## src/rtl/wp_pkg.sv

```systemverilog
package wp_pkg;

    typedef enum logic [1:0] {
        OP_MISC = 2'b00,
        OP_SET  = 2'b01,
        OP_READ = 2'b10,
        OP_WIPE = 2'b11
    } wp_op_e;

    typedef enum logic [1:0] {
        CK_NONE = 2'd0,
        CK_ONE  = 2'd1,
        CK_PAGE = 2'd2,
        CK_ALL  = 2'd3
    } wp_kind_e;

    typedef struct packed {
        logic arm;
        logic set_bnd;
        logic wipe;
        logic lock;
    } wp_act_t;

endpackage

```

## src/rtl/wp_decode.sv

```systemverilog
module wp_decode
    import wp_pkg::*;
#(
    parameter int ADDR_W = 8
) (
    input  logic              ins_vld,
    input  logic [1:0]        ins_op,
    input  logic [ADDR_W-1:0] ins_addr,
    input  logic              pre_pin,
    input  logic              w_pin,
    input  logic              wel,
    output wp_act_t           act
);

    logic sel;

    always_comb begin
        sel         = ins_vld & pre_pin & w_pin;
        act.arm     = sel & wel & (ins_op == OP_MISC)
                      & (ins_addr[ADDR_W-1 -: 2] == 2'b11);
        act.set_bnd = sel & (ins_op == OP_SET);
        act.wipe    = sel & (ins_op == OP_WIPE) & (&ins_addr);
        act.lock    = sel & (ins_op == OP_MISC) & (ins_addr == '0);
    end

endmodule

```

## src/rtl/wp_regs.sv

```systemverilog
module wp_regs
    import wp_pkg::*;
#(
    parameter int ADDR_W = 8
) (
    input  logic              clk,
    input  logic              rst_n,
    input  logic              ins_vld,
    input  logic [ADDR_W-1:0] ins_addr,
    input  wp_act_t           act,
    output logic [ADDR_W-1:0] bnd,
    output logic              flag,
    output logic              otp
);

    typedef struct packed {
        logic [ADDR_W-1:0] bnd;
        logic              flag;
        logic              otp;
        logic              armed;
    } st_t;

    st_t st_d, st_q;
    logic go;

    always_comb begin
        st_d = st_q;
        go   = st_q.armed & ~st_q.otp;
        if (ins_vld) begin
            st_d.armed = act.arm;
        end
        if (go) begin
            if (act.set_bnd) begin
                st_d.bnd  = ins_addr;
                st_d.flag = 1'b0;
            end else if (act.wipe) begin
                st_d.bnd  = '1;
                st_d.flag = 1'b1;
            end else if (act.lock) begin
                st_d.otp  = 1'b1;
            end
        end
    end

    always_ff @(posedge clk or negedge rst_n) begin
        if (!rst_n) begin
            st_q <= '{bnd: '1, flag: 1'b1, otp: 1'b0, armed: 1'b0};
        end else begin
            st_q <= st_d;
        end
    end

    assign bnd  = st_q.bnd;
    assign flag = st_q.flag;
    assign otp  = st_q.otp;

endmodule

```

## src/rtl/wp_guard.sv

```systemverilog
module wp_guard
    import wp_pkg::*;
#(
    parameter int ADDR_W     = 8,
    parameter int PAGE_WORDS = 4,
    localparam int PG_BITS   = $clog2(PAGE_WORDS),
    localparam int CNT_W     = $clog2(PAGE_WORDS + 1)
) (
    input  logic [ADDR_W-1:0] bnd,
    input  logic              flag,
    input  logic [1:0]        chk_kind,
    input  logic [ADDR_W-1:0] chk_addr,
    input  logic [CNT_W-1:0]  chk_words,
    input  logic              w_pin,
    input  logic              wel,
    output logic              wr_ok
);

    logic [PAGE_WORDS-1:0] hit;
    logic                  one_prot;

    for (genvar i = 0; i < PAGE_WORDS; i++) begin : g_word
        logic [ADDR_W-1:0] waddr;
        always_comb begin
            waddr  = {chk_addr[ADDR_W-1:PG_BITS],
                      chk_addr[PG_BITS-1:0] + PG_BITS'(i)};
            hit[i] = (CNT_W'(i) < chk_words) & ~flag & (waddr >= bnd);
        end
    end

    always_comb begin
        one_prot = ~flag & (chk_addr >= bnd);
        wr_ok    = 1'b0;
        if (w_pin & wel) begin
            case (chk_kind)
                CK_ONE:  wr_ok = ~one_prot;
                CK_PAGE: wr_ok = (hit == '0) & (chk_words != '0);
                CK_ALL:  wr_ok = flag;
                default: wr_ok = 1'b0;
            endcase
        end
    end

endmodule

```

## src/rtl/wp_ctrl.sv

```systemverilog
module wp_ctrl
    import wp_pkg::*;
#(
    parameter int ADDR_W     = 8,
    parameter int PAGE_WORDS = 4,
    localparam int CNT_W     = $clog2(PAGE_WORDS + 1)
) (
    input  logic              clk,
    input  logic              rst_n,
    input  logic              ins_vld,
    input  logic [1:0]        ins_op,
    input  logic [ADDR_W-1:0] ins_addr,
    input  logic              pre_pin,
    input  logic              w_pin,
    input  logic              wel,
    input  logic [1:0]        chk_kind,
    input  logic [ADDR_W-1:0] chk_addr,
    input  logic [CNT_W-1:0]  chk_words,
    output logic              wr_ok,
    output logic [ADDR_W+1:0] prot_frame,
    output logic              status_vis
);

    wp_act_t           act;
    logic [ADDR_W-1:0] bnd;
    logic              flag;
    logic              otp;

    wp_decode #(.ADDR_W(ADDR_W)) u_dec (
        .ins_vld  (ins_vld),
        .ins_op   (ins_op),
        .ins_addr (ins_addr),
        .pre_pin  (pre_pin),
        .w_pin    (w_pin),
        .wel      (wel),
        .act      (act)
    );

    wp_regs #(.ADDR_W(ADDR_W)) u_regs (
        .clk      (clk),
        .rst_n    (rst_n),
        .ins_vld  (ins_vld),
        .ins_addr (ins_addr),
        .act      (act),
        .bnd      (bnd),
        .flag     (flag),
        .otp      (otp)
    );

    wp_guard #(.ADDR_W(ADDR_W), .PAGE_WORDS(PAGE_WORDS)) u_guard (
        .bnd       (bnd),
        .flag      (flag),
        .chk_kind  (chk_kind),
        .chk_addr  (chk_addr),
        .chk_words (chk_words),
        .w_pin     (w_pin),
        .wel       (wel),
        .wr_ok     (wr_ok)
    );

    assign prot_frame = {1'b0, bnd, flag};
    assign status_vis = ~otp;

endmodule

```

## config.mk

```make
export PLATFORM = sky130hd
export DESIGN_NAME = wp_ctrl
export DESIGN_NICKNAME = d
export VERILOG_FILES = /design/src/rtl/wp_pkg.sv /design/src/rtl/wp_decode.sv /design/src/rtl/wp_regs.sv /design/src/rtl/wp_guard.sv /design/src/rtl/wp_ctrl.sv
export SDC_FILE = /design/constraint.sdc
export NUM_CORES = 1
export LEC_CHECK = 0
export BUFFER_PORTS_ARGS = -buffer_cell sky130_fd_sc_hd__buf_2
export CAP_MARGIN = 20
export CORE_ASPECT_RATIO = 1.4
export CORE_UTILIZATION = 42
export CTS_CLUSTER_SIZE = 40
export DETAILED_ROUTE_END_ITERATION = 6
export PLACE_DENSITY = 0.75
export SYNTH_ARGS = -nofsm -noshare
export SYNTH_HDL_FRONTEND = slang
export SYNTH_SLANG_ARGS = --single-unit
```

## constraint.sdc

```tcl
create_clock -name clk -period 2.3 [get_ports clk]
set_input_delay 0.46 -clock clk [delete_from_list [all_inputs] [get_ports clk]]
set_output_delay 0.46 -clock clk [all_outputs]
set_load 0.02 [all_outputs]
```

# Word level (Yosys, flattened, before mapping)
# Cells that the tools add are included.
[totals] ff_bits=11 inputBits=29 out_inout_bits=12
[classes] n_addsub=3 magnitude_cmp=8 n_eq_ne=6 n_mux=4 n_bitwise=27 reduce_logical=8
[ops] op="8-bit greater-or-equal comparator" count=4
[ops] op="1-bit bitwise AND" count=22
[ops] op="9-bit 2-to-1 mux" count=2
[ops] op="2-bit equality test, second input constant" count=4
[ops] op="8-bit logical NOT" count=1
[ops] op="8-bit AND reduction" count=1
[ops] op="1-bit by 3-bit less-than comparator with 1-bit output, first input constant" count=2
[ops] op="2-bit by 3-bit less-than comparator with 1-bit output, first input constant" count=2
[ops] op="1-bit NOT" count=5
[ops] op="2-bit adder, second input constant" count=2
[ops] op="2-bit by 1-bit equality test with 1-bit output, second input constant" count=2
[ops] op="4-bit logical NOT" count=1
[ops] op="4-bit AND reduction" count=1
[ops] op="1-bit one-hot mux with 3 select lines" count=1
[ops] op="3-bit nonzero test" count=1
[ops] op="2-bit by 1-bit adder with 2-bit output, second input constant" count=1
[ops] op="2-bit logical NOT" count=1
[ops] op="2-bit AND reduction" count=1
[ops] op="2-bit nonzero test" count=1
[ops] op="1-bit 2-to-1 mux" count=1

# Logic depth before layout (Yosys ltp)
# Gate-level depths: netlist (run 1).
[logic_depth] depth_word=7 depth_mapped=6 depth_no_buf=6

# Cells and area by module
# A second synthesis (run 1) with hierarchy kept.
[unflattened] hier_cells=103 area_unflattened_um2=980.9
[modules_own_cells] mod="wp_regs" n_inst=1 cells_each=36 area_each_um2=503.0 seq_area_each_um2=286.5
[modules_own_cells] mod="wp_guard" n_inst=1 cells_each=50 area_each_um2=375.4 seq_area_each_um2=0.0
[modules_own_cells] mod="wp_decode" n_inst=1 cells_each=13 area_each_um2=80.1 seq_area_each_um2=0.0
[modules_own_cells] mod="wp_ctrl" n_inst=1 cells_each=4 area_each_um2=22.5 seq_area_each_um2=0.0

# Worst setup path after synthesis (run 1)
# Ideal clock, no wire load.
[synth_path] path_kind="register to output" start="register u_regs.st_q (netlist bit u_regs.bnd[2])" end="output port wr_ok" arrival_ns=2.181 required_ns=1.840 setup_slack_ns=-0.341 path_stages_with_launch=7 cell_sequence="dfstp_2 > inv_1 > ha_1 > nor2b_1 > a221o_1 > a221o_1 > o31ai_1"
[synth_via] elab_chain_len=6
[synth_rtl] item="start, declared" line_no="wp_regs.sv:23" rtl="st_t st_d, st_q;"
[synth_rtl] item="start signal, assigned" line_no="wp_regs.sv:47" rtl="st_q <= '{bnd: '1, flag: 1'b1, otp: 1'b0, armed: 1'b0};"
[synth_rtl] item="start signal, assigned" line_no="wp_regs.sv:49" rtl="st_q <= st_d;"
[synth_rtl] item="8-bit greater-or-equal comparator (on tied branches)" line_no="wp_guard.sv:27, wp_guard.sv:32"
[synth_rtl] item="1-bit bitwise AND" line_no="wp_guard.sv:27" rtl="hit[i] = (CNT_W'(i) < chk_words) & ~flag & (waddr >= bnd);"
[synth_rtl] item="4-bit logical NOT" line_no="wp_guard.sv:37" rtl="CK_PAGE: wr_ok = (hit == '0) & (chk_words != '0);"
[synth_rtl] item="1-bit bitwise AND" line_no="wp_guard.sv:37"
[synth_rtl] item="1-bit one-hot mux with 3 select lines *" line_no="wp_guard.sv:35" rtl="case (chk_kind)"
[synth_rtl] item="1-bit 2-to-1 mux *" line_no="wp_guard.sv:34" rtl="if (w_pin & wel) begin"
[synth_rtl] item="end, declared" line_no="wp_ctrl.sv:19" rtl="output logic wr_ok,"
# Mark *: on every way between the ends. The rest lies on a longest branch, timed or not.

# Final worst setup path (run 1)
[layout_path] start="register u_regs.st_q (netlist bit u_regs.bnd[0])" end="output port wr_ok"
# Same word-level chain as after synthesis.

==> results of run 1 <==
-- critical path, delay by kind of cell (launching register included) --
family                   cells  cell delay [ns]
AO/OA/AOI/OAI                3             0.89
flip-flops                   1             0.55
adder cells (fa/ha/maj)      1             0.20
AND/OR/NAND/NOR              1             0.14
buffers and inverters        1             0.14
-- power by group through the flow --
stage	combinational, mW	sequential [mW]	clock (mW)
detailed placement	0.0921	0.197	0
global placement	0.0891	0.197	0
floorplan	0.0421	0.197	0
global route	0.107	0.194	0.144
CTS	0.0936	0.194	0.134
finish	0.0954	0.194	0.131
-- Yosys cell counts, types with 2 or more instances --
| cell type | n |
|---|---|
| nand2_1 | 5 |
| nor2_1 | 2 |
| dfrtp_1 | 2 |
| a221o_1 | 2 |
| nand3_1 | 2 |
| buf_4 | 10 |
| dfstp_2 | 9 |
| inv_1 | 11 |
| a21o_1 | 2 |
| xnor2_1 | 2 |
| o21ai_0 | 3 |
| nor4b_1 | 2 |
| ha_1 | 12 |
| o22a_1 | 8 |
| nand4_1 | 4 |
| nor3_1 | 2 |
| nor4_1 | 5 |
-- how the worst max path moves through the flow --
stage | cells after the start | from | end | slack (ns)
2_1_floorplan | 6 | u_regs.bnd[2]$_DFFE_PN1P_ | wr_ok | -0.04
3_3_place_gp | 8 | chk_addr[0] | wr_ok | -0.22
3_5_place_dp | 8 | chk_addr[0] | wr_ok | -0.22
4_1_cts | 6 | u_regs.bnd[0]$_DFFE_PN1P_ | wr_ok | -0.38
5_1_grt | 6 | u_regs.bnd[0]$_DFFE_PN1P_ | wr_ok | -0.42
6_report | 6 | u_regs.bnd[0]$_DFFE_PN1P_ | wr_ok | -0.34
-- metal layers --
metal,vias to the layer above,routed length [um]
met5,-,0
met4,0,38
met3,4,94
met2,32,1020
met1,402,808
li1,438,-
-- cell families (layout without fill, tap and decap cells) --
| kind of cell | count (synthesis) | in the layout | synth area share, % |
|---|---|---|---|
| buffers and inverters | 23 | 63 | 13.4 |
| adder cells (fa/ha/maj) | 12 | 12 | 16.1 |
| AND/OR/NAND/NOR | 28 | 28 | 17.9 |
| flip-flops | 11 | 11 | 30.8 |
| AO/OA/AOI/OAI | 22 | 22 | 18.3 |
| XOR/XNOR | 2 | 2 | 1.88 |
| multiplexers | 1 | 1 | 1.21 |
| other | 1 | 1 | 0.403 |
-- cell type report --
type	instances	share of cell area [%]
Inverter	11	3.36
Clock inverter	1	0.407
Tap cell	21	2.14
Clock buffer	3	1.83
Timing Repair Buffer	48	21.9
Multi-Input combinational cell	66	47.1
Sequential cell	11	23.3
-- sequential cells by signal, summed over array words and instances (netlist names) --
register	count
u_regs.otp	1
u_regs.st_q	1
u_regs.flag	1
u_regs.bnd	8
-- stage by stage --
stage	setup WS, ns	setup TNS [ns]	instances	hold slack (ns)	utilization [%]
floorplan	-0.0426	-0.0426	100	0.164	-
global placement	-0.217	-0.217	156	0.337	58.4
detailed placement	-0.220	-0.220	156	0.333	58.4
CTS	-0.385	-0.385	161	0.0379	60.4
global route	-0.420	-0.420	161	0.0445	60.9
finish	-0.342	-0.342	161	0.0332	60.9
-- what timing repair did --
| action | 4_1_cts | 5_1_grt |
|---|---|---|
| gates resized for setup | 2 | 2 |
| pin swaps | 4 | 1 |
| gates cloned | 0 | 0 |
| setup buffers | 1 | 0 |
| setup endpoints to repair | 1 | 1 |
==> results_dict.tcl, run 1 <==
set metrics [dict create \
    min_period_ns 2.64 \
    n_antenna_cell 0 \
    cts_made_buffers 3 \
    leakage_nw 0.571 \
    stdcell_area_um2 1230 \
    grtUsageTotal_pct 17.8 \
    finalSetupViolCount 1 \
    p_int_mw 0.308 \
    synth-seq-area-share_pct 30.8 \
    hpwl_um 1670 \
    worstRegToRegCells 4 \
    synth-edff-count 0 \
    area_growth_pct 32.1 \
    p_per_area_nw_per_um2 342 \
    swShare_pct 26.8 \
    grt_pass1_wl_um 3370 \
    grt-ovfl-total 0 \
    fill_cells 186 \
    synth_cell_types 34 \
    htree_levels 1 \
    hp-class "in -> async" \
    ys_async_sr_fraction_pct 100 \
    seqPwrFrac_pct 46.2 \
    ant_nets 0 \
    ys_ff_latch 11 \
    cap_viol_max_count 0 \
    io_pins 41 \
    start_util_pct 46.1 \
    mostFrequentLayoutCell "buf_2" \
    clock_sinks 11 \
    timing.final.ws_setup_ns -0.342 \
    synth_area_leader_cell "dfstp_2" \
    drv_slew 0 \
    drtIter0Drc 8 \
    met1_usage_pct 19.5 \
    status "complete, but fails checks" \
    cts-root-buf "clkbuf_4" \
    postRouteWirelength_um 1960 \
    ys.warnings.count 0 \
    synth_top_flop_cell "dfstp_2" \
    fp.dieArea_um2 2410 \
    synth_top_area_share_pct 25.4 \
    cp_cell_sequence "ha_4 -> nand2b_4 -> a221o_1 -> a221o_1 -> o31ai_4 -> buf_6" \
    rrSetupSlack_ns 1.04 \
    crit_arrival_ns 2.18 \
    met2_usage_pct 33.5 \
    rsz0062_at_grt "yes" \
    period_share_pct 115 \
    grtUsageMet3_pct 1.25 \
    place_congestion 0.854 \
    start_kind "flop" \
    rr_endpoint "u_regs.bnd[1]$_DFFE_PN1P_" \
    vdd_drop_max_uv 396 \
    die_height_um 57.7 \
    cp_common_cell "a221o_1" \
    grt_pass1_vias 840 \
    vias 876 \
    drive_above_1_share_pct 50.0 \
    postCtsHoldBufs 0 \
    post_dp_cell_area_um2 1180 \
    insertion_delay_ns 0.27 \
    pwr-share-comb_pct 22.7 \
    syn_nets 141 \
    drc 0 \
    critPathKind "reg -> out" \
    nets 182 \
    total_power_mw 0.421 \
    cts.path.max_buffers 2 \
    seqCellArea_um2 287 \
    crit_slowest_cell "dfstp_2" \
    multi_input_area_um2 579 \
    hold_viol 0 \
    core_um2 2020 \
    end_kind "output port" \
    syn_area_um2 931 \
    top_usage_layer "met2" \
    violations "setup timing" \
    portBuffers 39 \
    skew_ns 0.0113 \
    synthTopCellsByArea "dfstp_2 25%, ha_1 16%, buf_4 8.1%" \
    mostFrequentLayoutCells "38 x buf_2, 9 x inv_1, 9 x ha_1, 9 x buf_4, 9 x dfstp_2" \
    synth_area_per_cell_um2 9.31 \
    critPathMaxFanout 2 \
    die_w_um 41.8 \
    antenna_found_initial 0 \
    pwr-share-clk_pct 31.1 \
    vias_per_cell 5.44 \
    clk_pin_slew_ns 0.08 \
    cts_tree "done" \
    critical_path_required_ns 1.84 \
    r2r_start "u_regs.st_q[0]$_DFFE_PN0P_" \
    timing.fmax_mhz 379 \
    wl_per_cell_um 12.2 \
    syn-instance-count 100 \
    switching_power_mw 0.113 \
    grt_max_degree 12 \
    rows 19 \
    max_stage_delay_ns 0.55 \
    firstDrtPassIters 4 \
]
Note: power is estimated with default switching activity, not from simulation.
==> run 2, diff against run 1 <==
- PLACE_DENSITY: 0.75 -> 0.72
==> results_dict.tcl, run 2 (synthesis gave the netlist of run 1 again) <==
set metrics [dict create \
    ant_nets 0 \
    total_power_mw 0.416 \
    hpwl_um 1750 \
    vias_per_cell 5.54 \
    wl_per_cell_um 12.2 \
    violations "setup timing" \
    vdd_drop_max_uv 370 \
    max_stage_delay_ns 0.54 \
    cap_viol_max_count 0 \
    crit_arrival_ns 2.19 \
    swShare_pct 25.8 \
    preCtsSetupSlack_ns -0.246 \
    rsz0062_at_grt "yes" \
    p_int_mw 0.309 \
    status "complete, but fails checks" \
    grt-ovfl-total 0 \
    cp_num_buf_inv 2 \
    firstDrtPassIters 6 \
    fp.dieArea_um2 2410 \
    antenna_found_initial 0 \
    p_per_area_nw_per_um2 341 \
    critPathKind "reg -> out" \
    crit_family "compound AO/OA/AOI/OAI gates" \
    die_height_um 57.7 \
    top_layer "met4" \
    skew_ns 0.000649 \
    hold_viol 0 \
    wl_met1_um 762 \
    drv_slew 0 \
    grt_pass1_vias 859 \
    n_antenna_cell 0 \
    critical_path_required_ns 1.84 \
    start_kind "flop" \
    period_share_pct 115 \
    postCtsHoldBufs 0 \
    clock_sinks 11 \
    stdcell_area_um2 1220 \
    worstRegToRegCells 4 \
    finalSetupViolCount 1 \
    r2r_start "u_regs.st_q[0]$_DFFE_PN0P_" \
    fin_util_pct 60.4 \
    cp_cell_sequence "inv_2 -> ha_4 -> nor2b_1 -> a221o_1 -> a221o_1 -> o31ai_4 -> buf_6" \
    cts.path.max_buffers 2 \
    grtUsageTotal_pct 18.5 \
    place_inst 156 \
    leakage_nw 0.563 \
    cts_made_buffers 3 \
    largest_register_ffs 8 \
    grt_pass1_wl_um 3520 \
    drtIter0Drc 5 \
    rrSetupSlack_ns 1.05 \
    vias 892 \
    critPathMaxFanout 3 \
    place_congestion 0.913 \
    maxSlewHeadroom_pct 65.8 \
    grt_max_degree 12 \
    clk_pin_slew_ns 0.07 \
    postRouteWirelength_um 1970 \
    drc 0 \
    wl_met2_um 1070 \
    hp-class "in -> async" \
    start_util_pct 46.1 \
    htree_levels 1 \
    tightestPinTransition_ns 0.509 \
    post_dp_cell_area_um2 1180 \
    layout.cells.non_filler 161 \
    die_w_um 41.8 \
    rows 19 \
    io_pins 41 \
    core_um2 2020 \
    routed-wl-met3_um 101 \
    min_period_ns 2.65 \
    mostFrequentLayoutCells "38 x buf_2, 9 x inv_1, 9 x ha_1, 9 x buf_4, 9 x dfstp_2" \
    insertion_delay_ns 0.26 \
    fin_setup_tns_ns -0.353 \
    switching_power_mw 0.107 \
    cts_tree "done" \
    nets 182 \
    cp_common_cell "a221o_1" \
    pwr-share-comb_pct 22.4 \
    finalHoldWorstSlack_ns 0.0424 \
    drive_above_1_share_pct 48.6 \
    seqPwrFrac_pct 46.7 \
    crit_slowest_cell "dfstp_2" \
    portBuffers 39 \
    area_growth_pct 31.2 \
    timing.fmax_mhz 377 \
    mostFrequentLayoutCell "buf_2" \
    pwr-share-clk_pct 30.9 \
    end_kind "output port" \
    rr_endpoint "u_regs.bnd[0]$_DFFE_PN1P_" \
    cts-root-buf "clkbuf_4" \
    timing.final.ws_setup_ns -0.353 \
]
[run 2: cell types whose count changed in the layout (fill, tap and decap cells not counted), sizes merged]
cell,change
clkbuf,+1
clkinv,-1
[run 2: worst max-delay path by stage]
stage                                          from    end  depth (start not counted)
after floorplan           u_regs.bnd[2]$_DFFE_PN1P_  wr_ok                          6
after global placement                  chk_addr[0]  wr_ok                          8
after detailed placement                chk_addr[0]  wr_ok                          8
after CTS                 u_regs.bnd[2]$_DFFE_PN1P_  wr_ok                          7
after global routing      u_regs.bnd[2]$_DFFE_PN1P_  wr_ok                          7
final                     u_regs.bnd[2]$_DFFE_PN1P_  wr_ok                          7
[run 2: cell type report]
type / count / area (um^2)
clock buffer: 4 / 26.3
tap: 21 / 26.3
multi-input combinational: 66 / 572
timing repair buffer: 48 / 269
sequential: 11 / 287
fill: 187 / 800
inverter: 11 / 41.3
[run 2: what timing repair did]
action	in CTS	in global routing
cloned	0	0
pin swaps	4	1
endpoints found under the setup margin	1	1
buffers inserted	1	0
gates resized for setup	2	1
[run 2: layer usage]
metal  track usage [%]  vias to the layer above
met5                 0                        -
met4              8.29                        0
met3              1.25                        8
met2              36.4                       34
met1              19.7                      414
li1                  -                      436
[run 2: power by group through the flow]
stage	registers [mW]	clock network [mW]	logic (mW)
after detailed placement	0.197	0	0.0923
after global placement	0.197	0	0.0892
final	0.194	0.129	0.0932
after CTS	0.194	0.132	0.0938
after global routing	0.194	0.139	0.106
after floorplan	0.197	0	0.0421
